--- config.mk ---
export PLATFORM = sky130hd
export DESIGN_NAME = fsw_sequencer
export DESIGN_NICKNAME = d
export VERILOG_FILES = /design/src/rtl/fsw_pkg.sv /design/src/rtl/fsw_cfg_track.sv /design/src/rtl/fsw_period_timer.sv /design/src/rtl/fsw_fmt_step.sv /design/src/rtl/fsw_out_stage.sv /design/src/rtl/fsw_sequencer.sv
export SDC_FILE = /design/constraint.sdc
export NUM_CORES = 1
export LEC_CHECK = 0
export BUFFER_PORTS_ARGS = -buffer_cell sky130_fd_sc_hd__clkbuf_2
export CORE_MARGIN = 8
export CORE_UTILIZATION = 45
export CTS_BUF_LIST = sky130_fd_sc_hd__clkbuf_8
export CTS_CLUSTER_DIAMETER = 40
export DETAILED_ROUTE_END_ITERATION = 8
export GPL_TIMING_DRIVEN = 1
export MAX_ROUTING_LAYER = met4
export PLACE_DENSITY = 0.66
export SLEW_MARGIN = 15
export SYNTH_ARGS = -nofsm -noshare
export SYNTH_HDL_FRONTEND = slang
export SYNTH_SLANG_ARGS = --single-unit
--- constraint.sdc ---
create_clock -name clk_i -period 2.7 [get_ports clk_i]
set_clock_uncertainty 0.2 [all_clocks]
set_input_delay 0.675 -clock clk_i [delete_from_list [all_inputs] [get_ports clk_i]]
set_output_delay 0.675 -clock clk_i [all_outputs]
set_load 0.005 [all_outputs]
--- src/rtl/fsw_pkg.sv ---
package fsw_pkg;
  typedef enum logic [1:0] {
    MODE_HOLD_A = 2'd0,
    MODE_TOGGLE = 2'd1,
    MODE_STEP   = 2'd2,
    MODE_HOLD_B = 2'd3
  } fsw_mode_e;
endpackage

--- src/rtl/fsw_cfg_track.sv ---
module fsw_cfg_track #(
  parameter int unsigned CODE_W = 4
) (
  input  logic              clk_i,
  input  logic              rst_ni,
  input  logic [1:0]        mode_i,
  input  logic [CODE_W-1:0] code_a_i,
  input  logic [CODE_W-1:0] code_b_i,
  output logic [1:0]        mode_q_o,
  output logic [CODE_W-1:0] code_a_q_o,
  output logic [CODE_W-1:0] code_b_q_o,
  output logic              init_o,
  output logic              chg_o
);
  localparam int unsigned CFG_W = 2 + 2 * CODE_W;

  logic [CFG_W-1:0] cfg_d, cfg_q;
  logic             init_q;

  assign cfg_d = {mode_i, code_a_i, code_b_i};

  always_ff @(posedge clk_i or negedge rst_ni) begin
    if (!rst_ni) begin
      cfg_q  <= '0;
      init_q <= 1'b1;
    end else begin
      cfg_q  <= cfg_d;
      init_q <= 1'b0;
    end
  end

  assign init_o     = init_q;
  assign chg_o      = !init_q && (cfg_d != cfg_q);
  assign mode_q_o   = cfg_q[CFG_W-1 -: 2];
  assign code_a_q_o = cfg_q[2*CODE_W-1 -: CODE_W];
  assign code_b_q_o = cfg_q[CODE_W-1:0];
endmodule

--- src/rtl/fsw_period_timer.sv ---
module fsw_period_timer #(
  parameter int unsigned PERIOD_CYC = 300_000_000
) (
  input  logic clk_i,
  input  logic rst_ni,
  input  logic restart_i,
  output logic tick_o
);
  localparam int unsigned CNT_W = (PERIOD_CYC > 1) ? $clog2(PERIOD_CYC) : 1;
  localparam logic [CNT_W-1:0] LAST = CNT_W'(PERIOD_CYC - 1);

  logic [CNT_W-1:0] cnt_q;
  logic             at_end;

  assign at_end = (cnt_q == LAST);
  assign tick_o = at_end && !restart_i;

  always_ff @(posedge clk_i or negedge rst_ni) begin
    if (!rst_ni)                  cnt_q <= '0;
    else if (restart_i || at_end) cnt_q <= '0;
    else                          cnt_q <= cnt_q + 1'b1;
  end

  // a restart always brings the count back to zero
  assert_restart_clears_R7: assert property (@(posedge clk_i) disable iff (!rst_ni)
    restart_i |=> cnt_q == '0);
  // the count never leaves the interval
  assert_cnt_in_range_R9: assert property (@(posedge clk_i) disable iff (!rst_ni)
    cnt_q <= LAST);
endmodule

--- src/rtl/fsw_fmt_step.sv ---
module fsw_fmt_step
  import fsw_pkg::*;
#(
  parameter int unsigned CODE_W = 4
) (
  input  logic [1:0]        mode_i,
  input  logic [CODE_W-1:0] code_a_i,
  input  logic [CODE_W-1:0] code_b_i,
  input  logic [CODE_W-1:0] cur_i,
  output logic [CODE_W-1:0] start_o,
  output logic [CODE_W-1:0] next_o
);
  fsw_mode_e mode;
  assign mode = fsw_mode_e'(mode_i);

  always_comb begin
    start_o = (mode == MODE_HOLD_B) ? code_b_i : code_a_i;
    unique case (mode)
      MODE_HOLD_A: next_o = code_a_i;
      MODE_TOGGLE: next_o = (cur_i == code_a_i) ? code_b_i : code_a_i;
      MODE_STEP:   next_o = (cur_i == code_b_i) ? code_a_i : cur_i + 1'b1;
      MODE_HOLD_B: next_o = code_b_i;
      default:     next_o = code_a_i;
    endcase
  end
endmodule

--- src/rtl/fsw_out_stage.sv ---
module fsw_out_stage #(
  parameter int unsigned CODE_W = 4
) (
  input  logic              clk_i,
  input  logic              rst_ni,
  input  logic              init_i,
  input  logic              chg_i,
  input  logic              tick_i,
  input  logic [CODE_W-1:0] start_i,
  input  logic [CODE_W-1:0] next_i,
  output logic [CODE_W-1:0] fmt_o,
  output logic              pulse_o
);
  logic [CODE_W-1:0] fmt_q;
  logic              pulse_q;

  always_ff @(posedge clk_i or negedge rst_ni) begin
    if (!rst_ni) begin
      fmt_q   <= '0;
      pulse_q <= 1'b0;
    end else if (init_i) begin
      fmt_q   <= start_i;
      pulse_q <= 1'b0;
    end else if (chg_i) begin
      fmt_q   <= start_i;
      pulse_q <= (start_i != fmt_q);
    end else if (tick_i) begin
      fmt_q   <= next_i;
      pulse_q <= (next_i != fmt_q);
    end else begin
      pulse_q <= 1'b0;
    end
  end

  assign fmt_o   = fmt_q;
  assign pulse_o = pulse_q;

  // a pulse always marks a new value
  assert_pulse_means_change_R8: assert property (@(posedge clk_i) disable iff (!rst_ni)
    pulse_o |-> fmt_o != $past(fmt_o));
  // every new value outside the reset load is announced
  assert_change_means_pulse_R8: assert property (@(posedge clk_i) disable iff (!rst_ni)
    (fmt_o != $past(fmt_o)) && !$past(init_i) |-> pulse_o);
  // the post-reset load is silent
  assert_init_silent_R2: assert property (@(posedge clk_i) disable iff (!rst_ni)
    init_i |=> !pulse_o);
endmodule

--- src/rtl/fsw_sequencer.sv ---
module fsw_sequencer
  import fsw_pkg::*;
#(
  parameter int unsigned CLK_HZ     = 100_000_000,
  parameter int unsigned INTERVAL_S = 3,
  parameter int unsigned CODE_W     = 4
) (
  input  logic              clk_i,
  input  logic              rst_ni,
  input  logic [1:0]        mode_i,
  input  logic [CODE_W-1:0] code_a_i,
  input  logic [CODE_W-1:0] code_b_i,
  output logic [CODE_W-1:0] fmt_o,
  output logic              new_src_o
);
  localparam int unsigned PERIOD_CYC = CLK_HZ * INTERVAL_S;

  logic [1:0]        mode_q;
  logic [CODE_W-1:0] code_a_q, code_b_q;
  logic              init, chg, tick;
  logic [CODE_W-1:0] start_code, next_code;

  fsw_cfg_track #(.CODE_W(CODE_W)) u_cfg (
    .clk_i, .rst_ni, .mode_i, .code_a_i, .code_b_i,
    .mode_q_o(mode_q), .code_a_q_o(code_a_q), .code_b_q_o(code_b_q),
    .init_o(init), .chg_o(chg)
  );

  fsw_period_timer #(.PERIOD_CYC(PERIOD_CYC)) u_timer (
    .clk_i, .rst_ni, .restart_i(init | chg), .tick_o(tick)
  );

  fsw_fmt_step #(.CODE_W(CODE_W)) u_step (
    .mode_i, .code_a_i, .code_b_i, .cur_i(fmt_o),
    .start_o(start_code), .next_o(next_code)
  );

  fsw_out_stage #(.CODE_W(CODE_W)) u_out (
    .clk_i, .rst_ni, .init_i(init), .chg_i(chg), .tick_i(tick),
    .start_i(start_code), .next_i(next_code),
    .fmt_o, .pulse_o(new_src_o)
  );

  // hold-A mode shows the registered A code
  assert_hold_a_R3: assert property (@(posedge clk_i) disable iff (!rst_ni)
    !init && (mode_q == MODE_HOLD_A) |-> fmt_o == code_a_q);
  // hold-B mode shows the registered B code
  assert_hold_b_R6: assert property (@(posedge clk_i) disable iff (!rst_ni)
    !init && (mode_q == MODE_HOLD_B) |-> fmt_o == code_b_q);
  // toggle mode only ever shows A or B
  assert_toggle_set_R4: assert property (@(posedge clk_i) disable iff (!rst_ni)
    !init && (mode_q == MODE_TOGGLE) |-> (fmt_o == code_a_q) || (fmt_o == code_b_q));
endmodule

==> results of run 1 <==
==> cell type report <==
cell class,instances,area share
Clock buffer,5,0.0244
Clock inverter,2,0.0124
Inverter,4,0.00532
Multi-Input combinational cell,193,0.459
Sequential cell,45,0.400
Tap cell,72,0.0319
Timing Repair Buffer,29,0.0674
==> report_power, final <==
part | switching, mW | internal [mW] | total [mW] | leakage [nW]
logic | 0.0878 | 0.0740 | 0.162 | 0.524
registers | 0.0134 | 0.689 | 0.702 | 0.591
clock network | 0.217 | 0.269 | 0.486 | 0.0540
total | 0.318 | 1.03 | 1.35 | 1.17
==> flip-flops by register name, indices dropped and copies added (netlist names) <==
name           count
u_timer.cnt_q     29
u_cfg.cfg_q       10
u_out.fmt_o        4
u_cfg.init_o       1
u_out.pulse_o      1
==> Yosys cell counts (2+ instances only) <==
| cell type | number | area (µm²) |
|---|---|---|
| sky130_fd_sc_hd__a21oi_1 | 2 | 10.0 |
| sky130_fd_sc_hd__a32oi_1 | 2 | 17.5 |
| sky130_fd_sc_hd__and2_1 | 3 | 18.8 |
| sky130_fd_sc_hd__and3_1 | 3 | 18.8 |
| sky130_fd_sc_hd__buf_2 | 8 | 40.0 |
| sky130_fd_sc_hd__dfrtp_1 | 44 | 1100 |
| sky130_fd_sc_hd__ha_1 | 2 | 25.0 |
| sky130_fd_sc_hd__inv_1 | 4 | 15.0 |
| sky130_fd_sc_hd__mux2i_1 | 10 | 100 |
| sky130_fd_sc_hd__nand2_1 | 16 | 60.1 |
| sky130_fd_sc_hd__nand2b_1 | 2 | 12.5 |
| sky130_fd_sc_hd__nand3_1 | 13 | 65.1 |
| sky130_fd_sc_hd__nand4_1 | 8 | 50.1 |
| sky130_fd_sc_hd__nor2_1 | 40 | 150 |
| sky130_fd_sc_hd__nor2b_1 | 2 | 12.5 |
| sky130_fd_sc_hd__nor3_1 | 4 | 20.0 |
| sky130_fd_sc_hd__nor4_1 | 4 | 25.0 |
| sky130_fd_sc_hd__nor4b_1 | 2 | 17.5 |
| sky130_fd_sc_hd__o211ai_1 | 3 | 22.5 |
| sky130_fd_sc_hd__o21ai_0 | 5 | 25.0 |
| sky130_fd_sc_hd__xnor2_1 | 23 | 201 |
| sky130_fd_sc_hd__xor2_1 | 31 | 272 |
==> per-layer routing <==
metal | up-vias | part of all wire | track usage
met1 | 842 | 0.47 | 0.148
met2 | 33 | 0.48 | 0.221
li1 | 904 | - | -
met4 | 0 | 0.018 | 0.0485
met5 | - | 0 | -
met3 | 9 | 0.030 | 0.0249
==> metrics by stage <==
stage | worst slack [ns] | util | area, µm² | hold WS, ns
after floorplan | 0.157 | - | 2480 | 0.179
after global placement | 0.108 | 0.503 | 2720 | 0.263
after detailed placement | 0.0147 | 0.503 | 2720 | 0.278
after CTS | 0.309 | 0.522 | 2820 | 0.171
after global routing | 0.132 | 0.522 | 2820 | 0.210
final | 0.313 | 0.522 | 2820 | 0.163
==> critical path, stage by stage <==
cell,delay [ns]
sky130_fd_sc_hd__clkbuf_2,0.14
sky130_fd_sc_hd__xor2_1,0.16
sky130_fd_sc_hd__nor4_2,0.38
sky130_fd_sc_hd__a21boi_0,0.17
sky130_fd_sc_hd__a222oi_1,0.41
sky130_fd_sc_hd__xnor2_1,0.14
sky130_fd_sc_hd__nor3_2,0.16
sky130_fd_sc_hd__a31oi_1,0.10
==> final timing paths <==
check                                  from           endpoint  slack [ns]  cells past startpoint
max                             code_a_i[3]      u_out.pulse_o        0.31                      8
min                                  rst_ni  u_timer.cnt_q[22]        0.16                      1
max reg2reg                  u_out.fmt_o[3]      u_out.pulse_o        0.39                      7
min reg2reg                u_timer.cnt_q[0]   u_timer.cnt_q[0]        0.29                      1
max in group asynchronous            rst_ni       u_cfg.init_o        1.48                      2
min in group clk_i         u_timer.cnt_q[0]   u_timer.cnt_q[0]        0.29                      1
==> cells by family (layout without fill, tap and decap cells) <==
logic type,after synthesis,in the layout,synth area share
AO/OA/AOI/OAI,19,19,0.0544
XOR/XNOR,54,54,0.190
adder cells (fa/ha/maj),2,2,0.0101
buffers and inverters,13,40,0.0252
flip-flops,45,45,0.454
multiplexers,11,11,0.0448
other,1,1,0.00151
AND/OR/NAND/NOR,106,106,0.220
==> run summary, run 1 <==
================================================================================
Result of the run                                                   finished, final reports clean
Number of DRC violations after detailed-routing iteration 0                   46
Vias                                                                        1788
Via density                                                                 5.11
Max-slew headroom at the worst pin                                         0.612
Worst EP required                                                        2.66 ns
Maximum fanout count along the critical path                                   6
CP Launch Type                                                      primary input
Count of state elements after synthesis                                       45
Die Y                                                                    90.3 µm
Number of top-level pins                                                      17
Crit Path Category                                                  primary input to flop
Hold WC Path Type                                                   primary input to asynchronous set/reset pin
Unrepaired setup endpoints after global routing                               no
Final Slew Violations                                                          0
Area occupied by multi-input gates                                      1290 µm²
Leakage Power                                                            1.17 nW
Clock tree from TritonCTS                                                  built
Tmin final                                                               2.39 ns
Synth cell types                                                              42
Routed WL                                                                4910 µm
Number of global-route vias before repair                                   1875
Power per cell area                                                   478 nW/µm²
Routed WL per cell                                                       14.0 µm
Total setup buffers inserted after CTS                                         0
Combined area of all synthesized cells                                  2480 µm²
Detailed-placement wirelength estimate                                   3730 µm
Total global routing track utilization                                     0.130
Highest attainable clock frequency                                     0.419 GHz
Setup TNS after final layout                                                0 ns
Root buf cell                                                       sky130_fd_sc_hd__clkbuf_8
Final std cells w/o fill                                                     350
Number of design rule violations left after detail routing                     0
Number of warnings printed during yosys synthesis                              0
Share of post-route cells with drive strength above 1                      0.158
Post-Place Cells                                                             343
Antenna Violating Nets Remaining                                               0
Area of all sequential standard cells                                   1130 µm²
Clock Tree Buf Depth                                                           2
First-pass GRT wire length                                               8510 µm
Net count after synthesis                                                    265
Number of cells upsized or downsized after cts                                 0
Worst-Margin Slew                                                       0.582 ns
Standard cell core area                                                 5410 µm²
Overall power after layout                                               1.35 mW
EDFF count, synth                                                              0
Arrival @ worst endpoint                                                 2.35 ns
Leading cell type in the layout, fill and taps excluded             sky130_fd_sc_hd__dfrtp_1
Net count reported at finish                                                 292
Number of buffers added on ports                                              16
Num Clock Sinks                                                               45
Leading cell types in the layout, fill and taps excluded            sky130_fd_sc_hd__dfrtp_1 (44), sky130_fd_sc_hd__nor2_1 (40), sky130_fd_sc_hd__xor2_1 (31)
H-tree lvl count                                                               2
Number of max-cap violations                                                   0
Share of synthesized registers carrying an async set or reset               1.00
Fill count                                                                   518
Count of hold buffers inserted by post-cts repair                              0
Global-route congestion overflow total                                         0
Antenna diode count                                                            0
# rows                                                                        27
Clock slew at reported path FFs                                          0.08 ns
Syn-to-layout area delta                                                   13.5%
IR Drop Worst-Case VDD                                                  0.258 mV
Starting utilization of the core area                                      0.460
DR pass1 iterations                                                            6
Sequential element share of the synthesized area                           0.454
Post-Synthesis Mean Instance Area                                       9.90 µm²
Dominant register cell in the synthesized netlist                   sky130_fd_sc_hd__dfrtp_1
Number of antenna violations at the first check in global routing              0
Finish-stage setup viols                                                       0
Horizontal die dimension                                                 90.3 µm
Final hold violation count                                                     0
Worst skew pair latency                                                  0.29 ns
Total CTS buffers                                                              5
Final worst path period share                                              0.884
Endpoint kind of the worst setup timing path                                flop
Overall die area                                                        8160 µm²
Maximum number of pins on one net before global-route repair                  29
Routability-driven placement congestion ratio                              0.874
Number of instances in the synthesized netlist                               251
================================================================================
(Power assumes the default switching activity.)
==> run 2: changes to the inputs <==
--- a/config.mk
+++ b/config.mk
@@ -6,14 +6,16 @@
 export NUM_CORES = 1
 export LEC_CHECK = 0
 export BUFFER_PORTS_ARGS = -buffer_cell sky130_fd_sc_hd__clkbuf_2
-export CORE_MARGIN = 8
+export CELL_PAD_IN_SITES_DETAIL_PLACEMENT = 1
+export CELL_PAD_IN_SITES_GLOBAL_PLACEMENT = 1
+export CORE_MARGIN = 10
 export CORE_UTILIZATION = 45
 export CTS_BUF_LIST = sky130_fd_sc_hd__clkbuf_8
 export CTS_CLUSTER_DIAMETER = 40
 export DETAILED_ROUTE_END_ITERATION = 8
 export GPL_TIMING_DRIVEN = 1
 export MAX_ROUTING_LAYER = met4
-export PLACE_DENSITY = 0.66
+export PLACE_DENSITY_LB_ADDON = 0.1
 export SLEW_MARGIN = 15
 export SYNTH_ARGS = -nofsm -noshare
 export SYNTH_HDL_FRONTEND = slang
==> run 2 against run 1 <==
Against the previous run: final area grew 0.53%; sequential power is essentially flat; global-route usage grew 2.1 points.
==> run summary, run 2 (synthesized netlist as in run 1, its figures left out) <==
==================================================================================
Vias                                                                          1863   was 1788
Finish-stage setup viols                                                         0   unchanged
Final WS setup                                                            0.184 ns   was 0.313 ns
Switching power of the nets                                                 342 µW   was 318 µW
Clock Tree Buf Depth                                                             2   unchanged
Antenna Violating Nets Remaining                                                 0   unchanged
Hold WC Path Type                                                     primary input to asynchronous set/reset pin   unchanged
Register containing the most flip-flops in the final layout           u_timer.cnt_q   unchanged
Leading cell type in the layout, fill and taps excluded               sky130_fd_sc_hd__dfrtp_1   unchanged
Arrival @ worst endpoint                                                   2.50 ns   was 2.35 ns
Highest attainable clock frequency                                       0.397 GHz   was 0.419 GHz
Total setup buffers inserted after CTS                                           0   unchanged
Routability-driven placement congestion ratio                                0.837   was 0.874
Design Area, Final                                                        2840 µm²   was 2820 µm²
Number of DRC violations after detailed-routing iteration 0                    100   was 46
Number of antenna violations at the first check in global routing                0   unchanged
CP Launch Type                                                                flop   was primary input
Clock share of power                                                         0.376   was 0.360
Share of post-route cells with drive strength above 1                        0.155   was 0.158
Endpoint kind of the worst setup timing path                                  flop   unchanged
Met1 demand-to-capacity share in global routing                              0.211   was 0.148
Via density                                                                   5.35   was 5.11
Part of the total power dissipated in combinational logic                    0.122   was 0.120
Busiest layer in global routing                                               met1   was met2
Maximum fanout count along the critical path                                     7   was 6
Kind of cell adding the most delay to the critical path               compound AO/OA/AOI/OAI gates   unchanged
Final worst path period share                                                0.932   was 0.884
Critical path origin                                                  u_out.fmt_o[3]   was code_a_i[3]
First-pass GRT wire length                                                10300 µm   was 8510 µm
Number of buffer and inverter stages on the critical path                        0   was 1
Number of top-level pins                                                        17   unchanged
Leakage Power                                                              1.18 nW   was 1.17 nW
Syn-to-layout area delta                                                     14.1%   was 13.5%
Flip-flop count of the largest register, all copies and words added             29   unchanged
Worst-path cell chain                                                 xor2_1, nor4_2, a21boi_0, a222oi_1, xnor2_1, nor3_2, a31oi_1   was clkbuf_2, xor2_1, nor4_2, a21boi_0, a222oi_1, xnor2_1, nor3_2, a31oi_1
Routed WL                                                                  5820 µm   was 4910 µm
Share of power burned in registers                                           0.502   was 0.520
Int Pwr                                                                    1.06 mW   was 1.03 mW
Number of max-cap violations                                                     0   unchanged
Worst skew pair latency                                                    0.30 ns   was 0.29 ns
Standard cell core area                                                   5240 µm²   was 5410 µm²
Power per cell area                                                     496 nW/µm²   was 478 nW/µm²
GR met3 Demand/Resource                                                     0.0320   was 0.0249
Number of design rule violations left after detail routing                       0   unchanged
Unrepaired setup endpoints after global routing                                 no   unchanged
Routed WL per cell                                                         16.7 µm   was 14.0 µm
Worst-Margin Slew                                                         0.549 ns   was 0.582 ns
Worst EP required                                                          2.68 ns   was 2.66 ns
Starting utilization of the core area                                        0.474   was 0.460
Cell with the biggest individual delay on the critical path           sky130_fd_sc_hd__dfrtp_1   was sky130_fd_sc_hd__a222oi_1
Global-route congestion overflow total                                           0   unchanged
Antenna diode count                                                              0   unchanged
Clock tree from TritonCTS                                                    built   unchanged
Count of hold buffers inserted by post-cts repair                                0   unchanged
Net count reported at finish                                                   291   was 292
Clock slew at reported path FFs                                            0.08 ns   about the same
Horizontal die dimension                                                   94.3 µm   was 90.3 µm
Total global routing track utilization                                       0.151   was 0.130
Setup Slack @ Placement                                                 -0.0984 ns   was 0.0147 ns
Final Slew Violations                                                            0   unchanged
Switching portion of total power                                             0.243   was 0.236
Reg-to-reg critical path startpoint                                   u_out.fmt_o[3]   unchanged
Number of global-route vias before repair                                     1976   was 1875
Die Y                                                                      94.3 µm   was 90.3 µm
Global routing usage on met2                                                 0.209   was 0.221
Number of cells upsized or downsized after cts                                   0   unchanged
Root buf cell                                                         sky130_fd_sc_hd__clkbuf_8   unchanged
Detailed-placement wirelength estimate                                     4380 µm   was 3730 µm
Tmin final                                                                 2.52 ns   was 2.39 ns
Total CTS buffers                                                                5   unchanged
Leading cell types in the layout, fill and taps excluded              sky130_fd_sc_hd__dfrtp_1 (44), sky130_fd_sc_hd__nor2_1 (40), sky130_fd_sc_hd__xor2_1 (31)   unchanged
Crit Path Category                                                    flop to flop   was primary input to flop
Final hold violation count                                                       0   unchanged
Number of buffers added on ports                                                16   unchanged
Maximum number of pins on one net before global-route repair                    46   was 29
Result of the run                                                     finished, final reports clean   unchanged
Max-slew headroom at the worst pin                                           0.634   was 0.612
Overall die area                                                          8890 µm²   was 8160 µm²
Delay of the slowest cell on the worst path                                0.50 ns   was 0.41 ns
IR Drop Worst-Case VDD                                                    0.197 mV   was 0.258 mV
# rows                                                                          26   was 27
Fill count                                                                     598   was 518
Cell area reported after detailed placement                               2720 µm²   about the same
Num Clock Sinks                                                                 45   unchanged
H-tree lvl count                                                                 2   unchanged
DR pass1 iterations                                                              4   was 6
==================================================================================
==> run 2: worst register-to-register path, cell delays in order, from the launching register on <==
cell                       delay [ns]
sky130_fd_sc_hd__dfrtp_1         0.50
sky130_fd_sc_hd__xor2_1          0.22
sky130_fd_sc_hd__nor4_2          0.44
sky130_fd_sc_hd__a21boi_0        0.15
sky130_fd_sc_hd__a222oi_1        0.48
sky130_fd_sc_hd__xnor2_1         0.15
sky130_fd_sc_hd__nor3_2          0.16
sky130_fd_sc_hd__a31oi_1         0.09
==> run 2: path summary, 6_finish.rpt <==
check                                    end  slack [ns]  depth (start not counted)
max in group asynchronous       u_cfg.init_o        1.88                          2
hold reg to reg             u_timer.cnt_q[0]        0.30                          1
setup reg to reg               u_out.pulse_o        0.18                          7
setup / recovery               u_out.pulse_o        0.18                          7
hold / removal             u_timer.cnt_q[13]        0.15                          2
min in group clk_i          u_timer.cnt_q[0]        0.30                          1
==> run 2: power groups by stage <==
stage | clock network (mW) | logic [mW] | registers, mW
floorplan | 0 | 0.105 | 0.709
global placement | 0 | 0.171 | 0.718
detailed placement | 0 | 0.173 | 0.719
CTS | 0.554 | 0.174 | 0.706
global route | 0.579 | 0.192 | 0.708
finish | 0.529 | 0.172 | 0.705
==> run 2: routing by layer <==
layer	vias up	wire length, µm
met5	-	0
met4	0	68
met3	6	132
met2	20	2610
met1	928	3010
li1	909	-
==> run 2: stage by stage <==
stage / util / TNS, ns / hold slack, ns / total power, mW / std cells
6_report: 0.542 / 0 / 0.152 / 1.41 / 348
4_1_cts: 0.542 / 0 / 0.151 / 1.43 / 348
3_3_place_gp: 0.519 / -0.0876 / 0.271 / 0.890 / 340
3_5_place_dp: 0.519 / -0.0987 / 0.291 / 0.892 / 340
2_1_floorplan: - / 0 / 0.179 / 0.815 / 251
5_1_grt: 0.542 / 0 / 0.155 / 1.48 / 348
==> run 2: cell type report <==
type                            instances  area (µm²)  share of cell area
Multi-Input combinational cell        193        1290               0.457
Tap cell                               70        87.6              0.0309
Timing Repair Buffer                   28         195              0.0688
Inverter                                4        15.0             0.00529
Sequential cell                        45        1130               0.397
Clock inverter                          2        33.8              0.0119
Clock buffer                            6        82.6              0.0291
